===== src/rtl/i2c_tg_pkg.sv =====
package i2c_tg_pkg;

  // Event codes presented by the byte sequencer
  typedef enum logic [1:0] {
    OP_START  = 2'd0,
    OP_BIT    = 2'd1,
    OP_STOP   = 2'd2,
    OP_RSTART = 2'd3
  } tg_op_e;

  // Control states of the event sequencer
  typedef enum logic [1:0] {
    ST_FREE   = 2'd0,  // both lines released
    ST_PARK   = 2'd1,  // SCL held low, waiting for the next event
    ST_FIRST  = 2'd2,  // first phase of an event
    ST_SECOND = 2'd3   // second phase of an event
  } tg_state_e;

  // Request to update one open-drain enable
  typedef struct packed {
    logic load;
    logic val;
  } pin_ctl_t;

endpackage


===== src/rtl/i2c_tg_phase_timer.sv =====
module i2c_tg_phase_timer #(
  parameter int FW = 16
) (
  input  logic          clk,
  input  logic          rst,
  input  logic          start,
  input  logic          use_high,
  input  logic          stretch,
  input  logic [2*FW-1:0] div_word,
  output logic          ev_hit,
  output logic          end_hit
);
  // f+1 times 16 needs FW+1+4 bits
  localparam int CW = FW + 5;

  logic [FW-1:0] fld;
  logic [CW-1:0] base;
  logic [CW-1:0] len_n;
  logic [CW-1:0] ev_n;
  logic [CW-1:0] cnt_q;
  logic [CW-1:0] len_q;
  logic [CW-1:0] ev_q;
  logic          act_q;

  // The divider word is only looked at when a phase is loaded
  assign fld  = use_high ? div_word[2*FW-1:FW] : div_word[FW-1:0];
  assign base = CW'(fld) + CW'(1);

  always_comb begin
    if (stretch) begin
      len_n = base << 4;
      ev_n  = (base << 3) - base;
    end else begin
      len_n = base << 3;
      ev_n  = base << 2;
    end
  end

  always_ff @(posedge clk) begin
    if (rst) begin
      cnt_q <= '0;
      len_q <= '0;
      ev_q  <= '0;
      act_q <= 1'b0;
    end else if (start) begin
      cnt_q <= '0;
      len_q <= len_n;
      ev_q  <= ev_n;
      act_q <= 1'b1;
    end else if (act_q) begin
      if (cnt_q == len_q - CW'(1)) begin
        act_q <= 1'b0;
      end else begin
        cnt_q <= cnt_q + CW'(1);
      end
    end
  end

  assign ev_hit  = act_q && (cnt_q == ev_q - CW'(1));
  assign end_hit = act_q && (cnt_q == len_q - CW'(1));

endmodule


===== src/rtl/i2c_tg_seq.sv =====
module i2c_tg_seq
  import i2c_tg_pkg::*;
(
  input  logic     clk,
  input  logic     rst,
  input  logic     cmd_valid,
  input  logic [1:0] cmd_op,
  input  logic     cmd_bit,
  input  logic     ev_hit,
  input  logic     end_hit,
  output logic     t_start,
  output logic     t_high,
  output logic     t_stretch,
  output pin_ctl_t scl_ctl,
  output pin_ctl_t sda_ctl,
  output logic     smp,
  output logic     done,
  output logic     busy
);
  tg_state_e st_q, st_n;
  tg_op_e    op_q, op_in;
  logic      bit_q;
  logic      done_n;
  logic      take;

  assign op_in = tg_op_e'(cmd_op);
  assign take  = cmd_valid && (st_q == ST_FREE || st_q == ST_PARK);

  always_comb begin
    st_n      = st_q;
    t_start   = 1'b0;
    t_high    = 1'b0;
    t_stretch = 1'b0;
    scl_ctl   = '0;
    sda_ctl   = '0;
    smp       = 1'b0;
    done_n    = 1'b0;
    unique case (st_q)
      ST_FREE, ST_PARK: begin
        if (take) begin
          st_n    = ST_FIRST;
          t_start = 1'b1;
          t_high  = (op_in == OP_START);
          scl_ctl = '{load: 1'b1, val: (op_in != OP_START)};
        end
      end
      ST_FIRST: begin
        if (ev_hit) begin
          sda_ctl.load = 1'b1;
          unique case (op_q)
            OP_START:  sda_ctl.val = 1'b1;
            OP_BIT:    sda_ctl.val = ~bit_q;
            OP_STOP:   sda_ctl.val = 1'b1;
            OP_RSTART: sda_ctl.val = 1'b0;
          endcase
        end
        if (end_hit) begin
          if (op_q == OP_START) begin
            st_n    = ST_PARK;
            scl_ctl = '{load: 1'b1, val: 1'b1};
            done_n  = 1'b1;
          end else begin
            st_n      = ST_SECOND;
            t_start   = 1'b1;
            t_high    = 1'b1;
            t_stretch = (op_q == OP_RSTART);
            scl_ctl   = '{load: 1'b1, val: 1'b0};
          end
        end
      end
      ST_SECOND: begin
        if (ev_hit) begin
          unique case (op_q)
            OP_BIT:    smp = 1'b1;
            OP_STOP:   sda_ctl = '{load: 1'b1, val: 1'b0};
            OP_RSTART: sda_ctl = '{load: 1'b1, val: 1'b1};
            default:   smp = 1'b0;
          endcase
        end
        if (end_hit) begin
          done_n = 1'b1;
          if (op_q == OP_STOP) begin
            st_n    = ST_FREE;
            scl_ctl = '{load: 1'b1, val: 1'b0};
          end else begin
            st_n    = ST_PARK;
            scl_ctl = '{load: 1'b1, val: 1'b1};
          end
        end
      end
    endcase
  end

  always_ff @(posedge clk) begin
    if (rst) begin
      st_q  <= ST_FREE;
      op_q  <= OP_START;
      bit_q <= 1'b1;
      done  <= 1'b0;
    end else begin
      st_q <= st_n;
      done <= done_n;
      if (take) begin
        op_q  <= op_in;
        bit_q <= cmd_bit;
      end
    end
  end

  assign busy = (st_q == ST_FIRST) || (st_q == ST_SECOND);

endmodule


===== src/rtl/i2c_tg_pins.sv =====
module i2c_tg_pins
  import i2c_tg_pkg::*;
#(
  parameter int SYNC_STAGES = 2
) (
  input  logic     clk,
  input  logic     rst,
  input  pin_ctl_t scl_ctl,
  input  pin_ctl_t sda_ctl,
  input  logic     smp,
  input  logic     sda_in,
  output logic     scl_oe,
  output logic     sda_oe,
  output logic     rx_bit,
  output logic     rx_valid
);
  logic sda_s;

  generate
    if (SYNC_STAGES == 0) begin : g_nosync
      assign sda_s = sda_in;
    end else begin : g_sync
      logic [SYNC_STAGES-1:0] sy_q;
      always_ff @(posedge clk) begin
        if (rst) begin
          sy_q <= '1;
        end else begin
          sy_q[0] <= sda_in;
          for (int i = 1; i < SYNC_STAGES; i++) begin
            sy_q[i] <= sy_q[i-1];
          end
        end
      end
      assign sda_s = sy_q[SYNC_STAGES-1];
    end
  endgenerate

  always_ff @(posedge clk) begin
    if (rst) begin
      scl_oe   <= 1'b0;
      sda_oe   <= 1'b0;
      rx_bit   <= 1'b1;
      rx_valid <= 1'b0;
    end else begin
      if (scl_ctl.load) scl_oe <= scl_ctl.val;
      if (sda_ctl.load) sda_oe <= sda_ctl.val;
      rx_valid <= smp;
      if (smp) rx_bit <= sda_s;
    end
  end

endmodule


===== src/rtl/i2c_scl_timing_gen.sv =====
module i2c_scl_timing_gen
  import i2c_tg_pkg::*;
#(
  parameter int FW          = 16,
  parameter int SYNC_STAGES = 2
) (
  input  logic          clk,
  input  logic          rst,
  input  logic [2*FW-1:0] div_cfg,
  input  logic          cmd_valid,
  input  logic [1:0]    cmd_op,
  input  logic          cmd_bit,
  output logic          busy,
  output logic          done,
  output logic          scl_oe,
  output logic          sda_oe,
  input  logic          sda_in,
  output logic          rx_bit,
  output logic          rx_valid
);
  logic     t_start, t_high, t_stretch;
  logic     ev_hit, end_hit, smp;
  pin_ctl_t scl_ctl, sda_ctl;

  i2c_tg_phase_timer #(.FW(FW)) u_timer (
    .clk      (clk),
    .rst      (rst),
    .start    (t_start),
    .use_high (t_high),
    .stretch  (t_stretch),
    .div_word (div_cfg),
    .ev_hit   (ev_hit),
    .end_hit  (end_hit)
  );

  i2c_tg_seq u_seq (
    .clk       (clk),
    .rst       (rst),
    .cmd_valid (cmd_valid),
    .cmd_op    (cmd_op),
    .cmd_bit   (cmd_bit),
    .ev_hit    (ev_hit),
    .end_hit   (end_hit),
    .t_start   (t_start),
    .t_high    (t_high),
    .t_stretch (t_stretch),
    .scl_ctl   (scl_ctl),
    .sda_ctl   (sda_ctl),
    .smp       (smp),
    .done      (done),
    .busy      (busy)
  );

  i2c_tg_pins #(.SYNC_STAGES(SYNC_STAGES)) u_pins (
    .clk      (clk),
    .rst      (rst),
    .scl_ctl  (scl_ctl),
    .sda_ctl  (sda_ctl),
    .smp      (smp),
    .sda_in   (sda_in),
    .scl_oe   (scl_oe),
    .sda_oe   (sda_oe),
    .rx_bit   (rx_bit),
    .rx_valid (rx_valid)
  );

endmodule


===== config.mk =====
export PLATFORM = sky130hd
export DESIGN_NAME = i2c_scl_timing_gen
export DESIGN_NICKNAME = d
export VERILOG_FILES = /design/src/rtl/i2c_tg_pkg.sv /design/src/rtl/i2c_tg_phase_timer.sv /design/src/rtl/i2c_tg_seq.sv /design/src/rtl/i2c_tg_pins.sv /design/src/rtl/i2c_scl_timing_gen.sv
export SDC_FILE = /design/constraint.sdc
export NUM_CORES = 1
export LEC_CHECK = 0
export ABC_AREA = 1
export ABC_CLOCK_PERIOD_IN_PS = 4800
export BUFFER_PORTS_ARGS = -buffer_cell sky130_fd_sc_hd__buf_2
export CORE_AREA = 2 2 106 108
export CTS_CLUSTER_SIZE = 12
export DETAILED_ROUTE_END_ITERATION = 16
export DIE_AREA = 0 0 108 110
export GPL_TIMING_DRIVEN = 0
export PLACE_DENSITY = 0.85
export SETUP_SLACK_MARGIN = 0.3
export SYNTH_ARGS = -nofsm -noshare
export SYNTH_HDL_FRONTEND = slang
export SYNTH_SLANG_ARGS = --single-unit

===== constraint.sdc =====
create_clock -name clk -period 4.8 [get_ports clk]
set_input_delay 0.48 -clock clk [delete_from_list [all_inputs] [get_ports clk]]
set_output_delay 0.48 -clock clk [all_outputs]
set_load 0.01 [all_outputs]

==> results of run 1 <==
-- Yosys cell counts, types with 2 or more instances --
| library cell | count |
|---|---|
| nand2_1 | 246 |
| inv_1 | 149 |
| nor2_1 | 102 |
| nand3_1 | 86 |
| dfxtp_1 | 73 |
| o21ai_0 | 58 |
| a21oi_1 | 55 |
| nand2_2 | 42 |
| xor2_1 | 40 |
| nand4_1 | 24 |
| nor3_1 | 23 |
| clkbuf_1 | 20 |
| ha_1 | 17 |
| o211ai_1 | 16 |
| xnor2_1 | 13 |
| nand3b_1 | 11 |
| nor2_2 | 9 |
| nor2_4 | 9 |
| inv_2 | 8 |
| or2_2 | 8 |
| nor4_1 | 7 |
| nand2_4 | 6 |
| buf_2 | 5 |
| o21ai_1 | 5 |
| o22ai_1 | 4 |
| a221oi_1 | 3 |
| and3_1 | 3 |
| nor3b_1 | 3 |
| a211oi_1 | 2 |
| a31oi_1 | 2 |
| nand3_2 | 2 |
-- path summary, 6_finish.rpt --
check | from | endpoint | slack, ps | depth (start not counted)
setup reg to reg | u_timer.len_q[3] | u_timer.ev_q[18] | 480 | 31
setup / recovery | u_timer.len_q[3] | u_timer.ev_q[18] | 480 | 31
hold reg to reg | u_pins.g_sync.sy_q[0] | u_pins.g_sync.sy_q[1] | 430 | 1
hold / removal | sda_in | u_pins.g_sync.sy_q[0] | 290 | 2
-- flip-flops by register name (all words and copies together), names as in the netlist --
register / count
u_seq.bit_q: 1
u_pins.scl_oe: 1
u_timer.cnt_q: 21
u_pins.rx_bit: 1
u_pins.rx_valid: 1
u_timer.act_q: 1
u_seq.st_q: 2
u_seq.done: 1
u_timer.len_q: 18
u_pins.sda_oe: 1
u_pins.g_sync.sy_q: 2
u_timer.ev_q: 21
u_seq.op_q: 2
-- per-layer routing --
metal  up-vias  GRT usage (%)
li1       3618              -
met1      3283           38.5
met2       345           54.8
met3        85           4.53
met4         0           15.8
met5         -              0
-- per-stage QoR --
stage               cell area [µm²]  setup slack (ps)  power (µW)
floorplan                      6530               892        1110
global placement               6920              9.68        1220
detailed placement             6920             -43.1        1240
CTS                            7190               304        1730
global route                   7700               158        1930
finish                         7700               477        1830
-- where the power goes --
| part | leakage, µW | internal [µW] | switching (µW) | total (µW) |
|---|---|---|---|---|
| logic | 0.00290 | 248 | 423 | 671 |
| clock network | 0.0000981 | 250 | 237 | 488 |
| registers | 0.000598 | 634 | 37.6 | 671 |
-- cells by family after synthesis --
| family | Yosys count | share of synthesized area [%] |
|---|---|---|
| AOI/OAI and AO/OA | 153 | 13.2 |
| buffers and inverters | 187 | 11.2 |
| adders and majority gates | 17 | 3.26 |
| xor gates and xnor gates | 53 | 7.11 |
| DFF | 73 | 22.4 |
| and+or+nand+nor | 587 | 42.8 |
-- area by class of cell --
class | instances | area share [%]
Clock buffer | 10 | 1.79
Sequential cell | 73 | 19.0
Buffer | 29 | 1.80
Inverter | 158 | 7.71
Tap cell | 140 | 2.28
Clock inverter | 5 | 0.732
Timing Repair Buffer | 62 | 4.70
Multi-Input combinational cell | 812 | 62.0
-- worst max-delay path: cells and delay by family, from the launching register on --
family                     cells  cell delay (ps)
adders and majority gates      3              700
DFF                            1              330
and+or+nand+nor               22             2500
AOI/OAI and AO/OA              2              340
buffers and inverters          4              370
-- timing repair --
action / CTS / global route
setup buffers: 3 / 16
pin swaps: 2 / 29
gates cloned: 1 / 1
gates resized for setup: 11 / 81
setup endpoints to repair: 11 / 15
==> results.py, run 1 <==
metrics = {
    "routing": {
        "first_iter_violations": 636,
        "dr_wl_met3_mm": 1.31,
        "firstDrtPassIters": 6,
        "viasPerCell": 5.69,
        "vias": 7331,
        "drc_errors": 0,
        "wl_mm": 19.5,
        "wire_per_inst_um": 15.1,
        "wl_met1_mm": 7.96,
        "postRouteAntennaNets": 0,
        "dr_wl_met2_mm": 9.22,
        "top_layer_used": "met4",
    },
    "die": {
        "rows": 38,
        "die_y_um": 110,
        "initial_core_util_pct": 61.0,
        "coreArea_um2": 10700,
        "ioPinCount": 45,
        "die_area_um2": 11900,
        "die_w_um": 108,
    },
    "sta": {
        "finalClockSkew_ps": 10.3,
        "worstMarginPinSlew_ps": 824,
        "max_freq_ghz": 0.231,
        "hold_viol": 0,
        "hold_ws_ps": 293,
        "period_needed_ps": 4320,
        "fin_setup_tns_ps": 0,
        "fin_crit_sh_pct": 90.1,
        "slew_headroom_pct": 44.6,
        "rsz0062_at_grt": "yes",
        "finalSetupViolations": 0,
        "drv_slew": 0,
    },
    "synthesis": {
        "synth-edff-count": 0,
        "yosysUniqueCellTypes": 50,
        "syn_area_um2": 6530,
        "ys_ff_latch": 73,
        "synth.net_count": 1126,
        "netlist.area_leader.share_pct": 22.4,
        "synth_top_area_cell": "dfxtp_1",
        "yosysWarnings": 0,
        "ys_seq_area_share_pct": 22.4,
        "netlist_top_cells_area": "dfxtp_1 (22%), nand2_1 (14%), inv_1 (8.6%)",
        "syn_avg_cell_area_um2": 6.10,
        "async_flop_share_pct": 0,
        "ys.flop_type": "dfxtp_1",
        "synth_cells": 1070,
    },
    "place": {
        "dp.cells": 1253,
        "numPortBuffers": 43,
        "place.gp.congestion": 0.960,
        "dpl.hpwl_mm": 14.4,
    },
    "setup_path": {
        "worst-path-max-fanout": 5,
        "slowest_stage": "dfxtp_2",
        "crit_path_start_kind": "flip-flop",
        "arrival_ps": 4630,
        "cp_data_required_time_ps": 5110,
        "cpPeakStageDelay_ps": 330,
        "worstSetupPathType": "reg -> reg",
        "worstSetupEndpointType": "flip-flop",
        "critPathMostFrequentCell": "nand2_1",
    },
    "clock_tree": {
        "cts_buffers": 9,
        "hold_buffers": 0,
        "cts_sinks": 73,
        "clk_latency_ps": 370,
        "h-tree-depth": 3,
        "root_buffer": "clkbuf_8",
        "cts_buffer_depth": 2,
        "cts_tree": "yes",
        "path_clk_slew_ps": 80,
    },
    "final_layout": {
        "fin_util_pct": 71.9,
        "fill_cells": 902,
        "final_common_cell": "nand2_1",
        "final_nets": 1201,
        "final_cell_mix": "nand2_1 (229), inv_1 (143), nor2_1 (97)",
        "syn_to_final_growth_pct": 17.9,
        "register_area_um2": 1460,
        "drive_above_1_share_pct": 21.3,
        "n_antenna_cell": 0,
        "final_cells": 1289,
        "multiInputGateArea_um2": 4770,
    },
    "status": {
        "outcome": "complete, no violations",
    },
    "global_route": {
        "grt_overflow": 0,
        "grt_pass1_wl_mm": 29.8,
        "grt.total_usage_pct": 31.6,
        "antenna_found_initial": 0,
        "grt_pass1_vias": 6514,
        "grt_max_degree": 13,
    },
    "job": {
        "maxCapViolations": 0,
    },
    "power_and_ir_drop": {
        "power_density_nw_per_um2": 238,
        "peakVddDrop_uv": 132,
        "leakage_uw": 0.00359,
    },
    "hold_path": {
        "hold_path.class": "in -> reg",
    },
}
Note: power is estimated with default switching activity, not from simulation.
==> inputs of run 2 (changes only) <==
--- a/config.mk
+++ b/config.mk
@@ -8,12 +8,13 @@
 export ABC_AREA = 1
 export ABC_CLOCK_PERIOD_IN_PS = 4800
 export BUFFER_PORTS_ARGS = -buffer_cell sky130_fd_sc_hd__buf_2
-export CORE_AREA = 2 2 106 108
+export CORE_AREA = 2 2 104 106
+export CTS_BUF_LIST = sky130_fd_sc_hd__clkbuf_8
 export CTS_CLUSTER_SIZE = 12
 export DETAILED_ROUTE_END_ITERATION = 16
-export DIE_AREA = 0 0 108 110
+export DIE_AREA = 0 0 106 108
 export GPL_TIMING_DRIVEN = 0
-export PLACE_DENSITY = 0.85
+export PLACE_DENSITY = 0.88
 export SETUP_SLACK_MARGIN = 0.3
 export SYNTH_ARGS = -nofsm -noshare
 export SYNTH_HDL_FRONTEND = slang
==> run 2 against run 1 <==
Sequential share of layout area barely moved; cell count down 0.16%; combinational power decreased by 1%; power up 3.1%; critical path type unchanged.
==> results.py, run 2 (synthesized netlist as in run 1, its figures left out) <==
metrics = {
    "status": {
        "outcome": "complete, no violations",
    },
    "setup_path": {
        "worstSetupPathType": "reg -> reg",
        "crit_path_start_kind": "flip-flop",
        "ff2ff_path_depth": 29,
        "cp_data_required_time_ps": 5090,
        "worst-path-max-fanout": 8,
        "cpPeakStageDelay_ps": 330,
        "rr_startpoint": "u_timer.len_q[4]",
        "r2r_end": "u_timer.ev_q[13]",
        "slowest_stage": "dfxtp_2",
        "arrival_ps": 4660,
        "worstSetupEndpointType": "flip-flop",
        "r2r_slack_ps": 430,
    },
    "sta": {
        "slew_headroom_pct": 54.6,
        "rsz0062_at_grt": "yes",
        "fin_crit_sh_pct": 91.0,
        "hold_viol": 0,
        "period_needed_ps": 4370,
        "finalClockSkew_ps": 14.8,
        "worstMarginPinSlew_ps": 681,
        "max_freq_ghz": 0.229,
        "finalSetupViolations": 0,
        "fin_setup_tns_ps": 0,
        "drv_slew": 0,
    },
    "die": {
        "ioPinCount": 45,
        "initial_core_util_pct": 63.8,
        "rows": 37,
        "coreArea_um2": 10200,
        "die_y_um": 108,
        "die_area_um2": 11400,
        "die_w_um": 106,
    },
    "power_and_ir_drop": {
        "peakVddDrop_uv": 134,
        "power_density_nw_per_um2": 245,
        "leakage_uw": 0.00358,
    },
    "clock_tree": {
        "root_buffer": "clkbuf_8",
        "path_clk_slew_ps": 80,
        "h-tree-depth": 3,
        "cts_sinks": 73,
        "cts_tree": "yes",
        "clk_latency_ps": 360,
        "cts_buffer_depth": 2,
        "cts_buffers": 9,
        "hold_buffers": 0,
    },
    "routing": {
        "wire_per_inst_um": 15.2,
        "postRouteAntennaNets": 0,
        "viasPerCell": 5.72,
        "drc_errors": 0,
        "wl_mm": 19.6,
        "firstDrtPassIters": 5,
        "first_iter_violations": 579,
        "vias": 7359,
    },
    "global_route": {
        "grt_pass1_wl_mm": 30.2,
        "grt.total_usage_pct": 33.1,
        "grt_max_degree": 14,
        "antenna_found_initial": 0,
        "grt_pass1_vias": 6498,
        "grt_overflow": 0,
    },
    "place": {
        "numPortBuffers": 43,
        "dp.cells": 1249,
        "placed_area_um2": 6910,
        "place.gp.congestion": 0.993,
        "dpl.hpwl_mm": 14.4,
    },
    "final_layout": {
        "final_nets": 1202,
        "final_common_cell": "nand2_1",
        "final_cell_mix": "nand2_1 (231), inv_1 (143), nor2_1 (93)",
        "drive_above_1_share_pct": 21.1,
        "fill_cells": 818,
        "top_regs": "u_timer.cnt_q x21, u_timer.ev_q x21, u_timer.len_q x18",
        "syn_to_final_growth_pct": 18.0,
        "finalInstanceArea_um2": 7700,
        "n_antenna_cell": 0,
        "final_cells": 1287,
        "fin_util_pct": 75.3,
    },
    "hold_path": {
        "hold_path.class": "in -> reg",
        "holdPathEnd": "u_pins.g_sync.sy_q[0]",
        "hp-start": "sda_in",
        "hold_path_depth": 2,
    },
    "job": {
        "maxCapViolations": 0,
    },
}
run 2: worst max path at each step:
stage | cells after the start | to | slack (ps) | from
global route | 33 | u_timer.ev_q[18] | 170 | u_timer.len_q[11]
global placement | 30 | u_timer.ev_q[17] | -60 | u_timer.len_q[3]
CTS | 33 | u_timer.ev_q[19] | 290 | u_timer.len_q[3]
floorplan | 31 | u_timer.ev_q[19] | 890 | u_timer.len_q[3]
detailed placement | 31 | u_timer.ev_q[19] | -90 | u_timer.len_q[3]
finish | 29 | u_timer.ev_q[13] | 430 | u_timer.len_q[4]
run 2: power breakdown:
group          total, µW  internal [µW]  leakage, µW  switching (µW)
Sequential           673            634     0.000599            39.0
Combinational        662            243      0.00287             418
Clock                551            307     0.000105             244
run 2: cell type report:
cell class / count / area (µm²) / area share [%]
well taps: 136 / 170 / 2.21
clock inverters: 6 / 91.3 / 1.19
clock buffers: 10 / 138 / 1.79
flip-flops and latches: 73 / 1470 / 19.0
plain buffers: 29 / 139 / 1.80
multi-input cells: 811 / 4730 / 61.4
inverters: 158 / 596 / 7.73
repair buffers: 64 / 373 / 4.84
run 2: per-stage QoR:
step | power (µW) | hold WS [ps] | worst slack [ps]
5_1_grt | 1990 | 292 | 168
6_report | 1890 | 298 | 433
4_1_cts | 1790 | 294 | 292
3_3_place_gp | 1230 | 392 | -59.7
3_5_place_dp | 1240 | 394 | -87.5
2_1_floorplan | 1110 | 389 | 892
run 2: routing by layer:
layer / GRT usage [%] / up-vias / share of wire (%)
li1: - / 3630 / -
met1: 40.1 / 3352 / 41
met2: 58.9 / 298 / 48
met3: 4.58 / 79 / 6.1
met4: 13.9 / 0 / 5.2
met5: 0 / - / 0
run 2: timing repair:
action / CTS / global route
pin swaps: 2 / 24
endpoints found under the setup margin: 13 / 16
gates resized for setup: 12 / 76
buffers inserted: 3 / 18
cloned: 0 / 1
run 2: worst max-delay path, delay by kind of cell (launching register included):
| family | cells | cell delay [ps] |
|---|---|---|
| xor gates and xnor gates | 1 | 190 |
| DFF | 1 | 330 |
| AOI/OAI and AO/OA | 1 | 150 |
| and+or+nand+nor | 21 | 2640 |
| buffers and inverters | 4 | 500 |
| adders and majority gates | 2 | 460 |
==> inputs of run 3 (changes only) <==
--- a/config.mk
+++ b/config.mk
@@ -5,17 +5,17 @@
 export SDC_FILE = /design/constraint.sdc
 export NUM_CORES = 1
 export LEC_CHECK = 0
-export ABC_AREA = 1
 export ABC_CLOCK_PERIOD_IN_PS = 4800
 export BUFFER_PORTS_ARGS = -buffer_cell sky130_fd_sc_hd__buf_2
-export CORE_AREA = 2 2 104 106
+export CORE_AREA = 2 2 102 104
 export CTS_BUF_LIST = sky130_fd_sc_hd__clkbuf_8
 export CTS_CLUSTER_SIZE = 12
 export DETAILED_ROUTE_END_ITERATION = 16
-export DIE_AREA = 0 0 106 108
+export DIE_AREA = 0 0 104 106
 export GPL_TIMING_DRIVEN = 0
-export PLACE_DENSITY = 0.88
+export PLACE_DENSITY = 0.86
 export SETUP_SLACK_MARGIN = 0.3
+export SKIP_LAST_GASP = 1
 export SYNTH_ARGS = -nofsm -noshare
 export SYNTH_HDL_FRONTEND = slang
 export SYNTH_SLANG_ARGS = --single-unit
==> run 3 against run 2 <==
Critical path type unchanged; critical endpoint is now u_timer.ev_q[15]; cell area rose by 3.3%; synthesized cell count shrank 23%; sequential cell count is the same; wire length is 9.4% higher; the flow now finishes with violations (negative setup slack); global-route usage is essentially flat; register-to-register slack got worse by 1800 ps; non-clock buffer count grew 59; largest cell class unchanged.
==> results.py, run 3 <==
metrics = {
    "setup_path": {
        "crit_path_start_kind": "flip-flop",
        "r2r_slack_ps": -1370,
        "worst-path-max-fanout": 6,
        "critical_path.startpoint": "u_timer.len_q[6]",
        "worstSetupEndpointType": "flip-flop",
        "arrival_ps": 6390,
        "cp_data_required_time_ps": 5030,
        "critPathMostFrequentCell": "buf_8",
        "worstSetupPathType": "reg -> reg",
        "cpPeakStageDelay_ps": 530,
        "crit_path_end": "u_timer.ev_q[15]",
        "rr_startpoint": "u_timer.len_q[6]",
        "ff2ff_path_depth": 31,
        "r2r_end": "u_timer.ev_q[15]",
        "slowest_stage": "or4_4",
    },
    "place": {
        "place.gp.congestion": 0.936,
        "place_ws_ps": -1770,
        "dpl.hpwl_mm": 12.6,
        "numPortBuffers": 42,
        "dp.cells": 1005,
    },
    "sta": {
        "rsz0062_at_grt": "yes",
        "finalClockSkew_ps": 9.28,
        "max_freq_ghz": 0.162,
        "fin_crit_sh_pct": 128,
        "drv_slew": 0,
        "hold_ws_ps": 294,
        "worstMarginPinSlew_ps": 964,
        "finalSetupViolations": 22,
        "final.setup.worst_slack_ps": -1370,
        "slew_headroom_pct": 35.6,
        "hold_viol": 0,
        "period_needed_ps": 6170,
    },
    "final_layout": {
        "final_cells": 1087,
        "final_cell_mix": "nor2_1 (97), nand2_1 (92), dfxtp_1 (70)",
        "final_common_cell": "nor2_1",
        "n_antenna_cell": 0,
        "fin_util_pct": 79.6,
        "syn_to_final_growth_pct": 31.0,
        "final_nets": 1002,
        "drive_above_1_share_pct": 26.6,
        "top_regs": "u_timer.cnt_q x21, u_timer.ev_q x21, u_timer.len_q x18",
    },
    "global_route": {
        "grt_max_degree": 14,
        "grt_pass1_vias": 6207,
        "grt.total_usage_pct": 33.1,
        "antenna_found_initial": 0,
        "grt_pass1_wl_mm": 29.4,
        "grt_overflow": 0,
    },
    "synthesis": {
        "syn_area_um2": 6070,
        "syn_avg_cell_area_um2": 7.34,
        "netlist_top_cells_count": "nor2_1 (102), nand2_1 (101), dfxtp_1 (73)",
        "netlist_top_cells_area": "dfxtp_1 (24%), xnor2_1 (9.7%), nor2_1 (6.3%)",
        "yosysMostFrequentCell": "nor2_1",
        "ys.flop_type": "dfxtp_1",
        "ys_seq_area_share_pct": 24.1,
        "synth.net_count": 883,
        "ys_ff_latch": 73,
        "synth_cells": 827,
        "synth-edff-count": 0,
        "yosysWarnings": 0,
        "async_flop_share_pct": 0,
        "yosysUniqueCellTypes": 78,
        "netlist.area_leader.share_pct": 24.1,
        "synth_top_area_cell": "dfxtp_1",
    },
    "power_and_ir_drop": {
        "power_density_nw_per_um2": 239,
        "peakVddDrop_uv": 153,
        "leakage_uw": 0.00306,
    },
    "routing": {
        "wire_per_inst_um": 19.7,
        "viasPerCell": 6.51,
        "postRouteAntennaNets": 0,
        "drc_errors": 0,
        "wl_mm": 21.4,
        "first_iter_violations": 768,
        "vias": 7077,
        "firstDrtPassIters": 6,
    },
    "hold_path": {
        "hold_path.class": "in -> reg",
    },
    "clock_tree": {
        "cts_tree": "yes",
        "cts_sinks": 73,
        "path_clk_slew_ps": 90,
        "h-tree-depth": 3,
        "cts_buffer_depth": 2,
        "cts_buffers": 9,
        "clk_latency_ps": 360,
        "hold_buffers": 0,
        "root_buffer": "clkbuf_8",
    },
    "die": {
        "rows": 37,
        "die_y_um": 106,
        "coreArea_um2": 10000,
        "ioPinCount": 45,
        "die_w_um": 104,
        "die_area_um2": 11000,
        "initial_core_util_pct": 60.7,
    },
    "job": {
        "maxCapViolations": 0,
    },
    "status": {
        "outcome": "complete, but fails checks",
        "violations": "negative setup slack",
    },
}
==> run 3: kinds of logic after synthesis <==
family	after synthesis	synth area share [%]
mux	19	3.21
buf+inv	74	4.74
simple gates	354	28.0
fa+ha+maj	18	3.69
compound gates	178	20.2
xor+xnor	111	16.1
flops	73	24.1
==> run 3: metrics by stage <==
step           area (µm²)  total power, µW  setup TNS, ps
2_1_floorplan        6210             1090          -5930
3_3_place_gp         6590             1200         -21970
3_5_place_dp         6590             1210         -24750
4_1_cts              7300             1730         -10870
5_1_grt              7960             1970         -20520
6_report             7960             1900         -16500
==> run 3: report_power, final <==
group,switching (µW),internal (µW)
combinational,437,354
sequential,35.5,631
clock,254,187
total,726,1170
==> run 3: area by class of cell <==
cell class | count | area (µm²)
buffer | 44 | 231
clock buffer | 9 | 124
clock inverter | 7 | 47.5
fill | 638 | 2040
inverter | 30 | 123
multi-input combinational | 680 | 5030
sequential | 73 | 1470
tap | 136 | 170
timing repair buffer | 108 | 759
==> run 3: worst max-delay path: cells and delay by family (launching register included) <==
family | cells | cell delay [ps]
AOI/OAI and AO/OA | 9 | 1630
xor gates and xnor gates | 2 | 400
adders and majority gates | 3 | 770
buffers and inverters | 8 | 1010
DFF | 1 | 320
muxes | 1 | 200
and+or+nand+nor | 8 | 1680
==> run 3: repair_timing <==
action | 4_1_cts | 5_1_grt
endpoints found under the setup margin | 36 | 34
hold endpoints to repair | 0 | 0
setup buffers | 30 | 36
resized for setup | 62 | 81
pin swaps | 43 | 70
==> run 3: layer usage <==
layer / global-route usage (%) / vias up / routed length, µm
li1: - / 3180 / -
met1: 38.7 / 3211 / 7710
met2: 58.0 / 513 / 10200
met3: 4.84 / 173 / 1760
met4: 18.9 / 0 / 1710
met5: 0 / - / 0
==> run 3: how the worst min path moves through the flow <==
stage / cells past startpoint / to / from / slack, ps
finish: 2 / u_pins.g_sync.sy_q[0] / sda_in / 290
floorplan: 1 / u_pins.g_sync.sy_q[1] / u_pins.g_sync.sy_q[0] / 390
detailed placement: 1 / u_pins.g_sync.sy_q[1] / u_pins.g_sync.sy_q[0] / 400
global route: 2 / u_pins.g_sync.sy_q[0] / sda_in / 290
global placement: 1 / u_pins.g_sync.sy_q[1] / u_pins.g_sync.sy_q[0] / 390
CTS: 2 / u_pins.g_sync.sy_q[0] / sda_in / 280
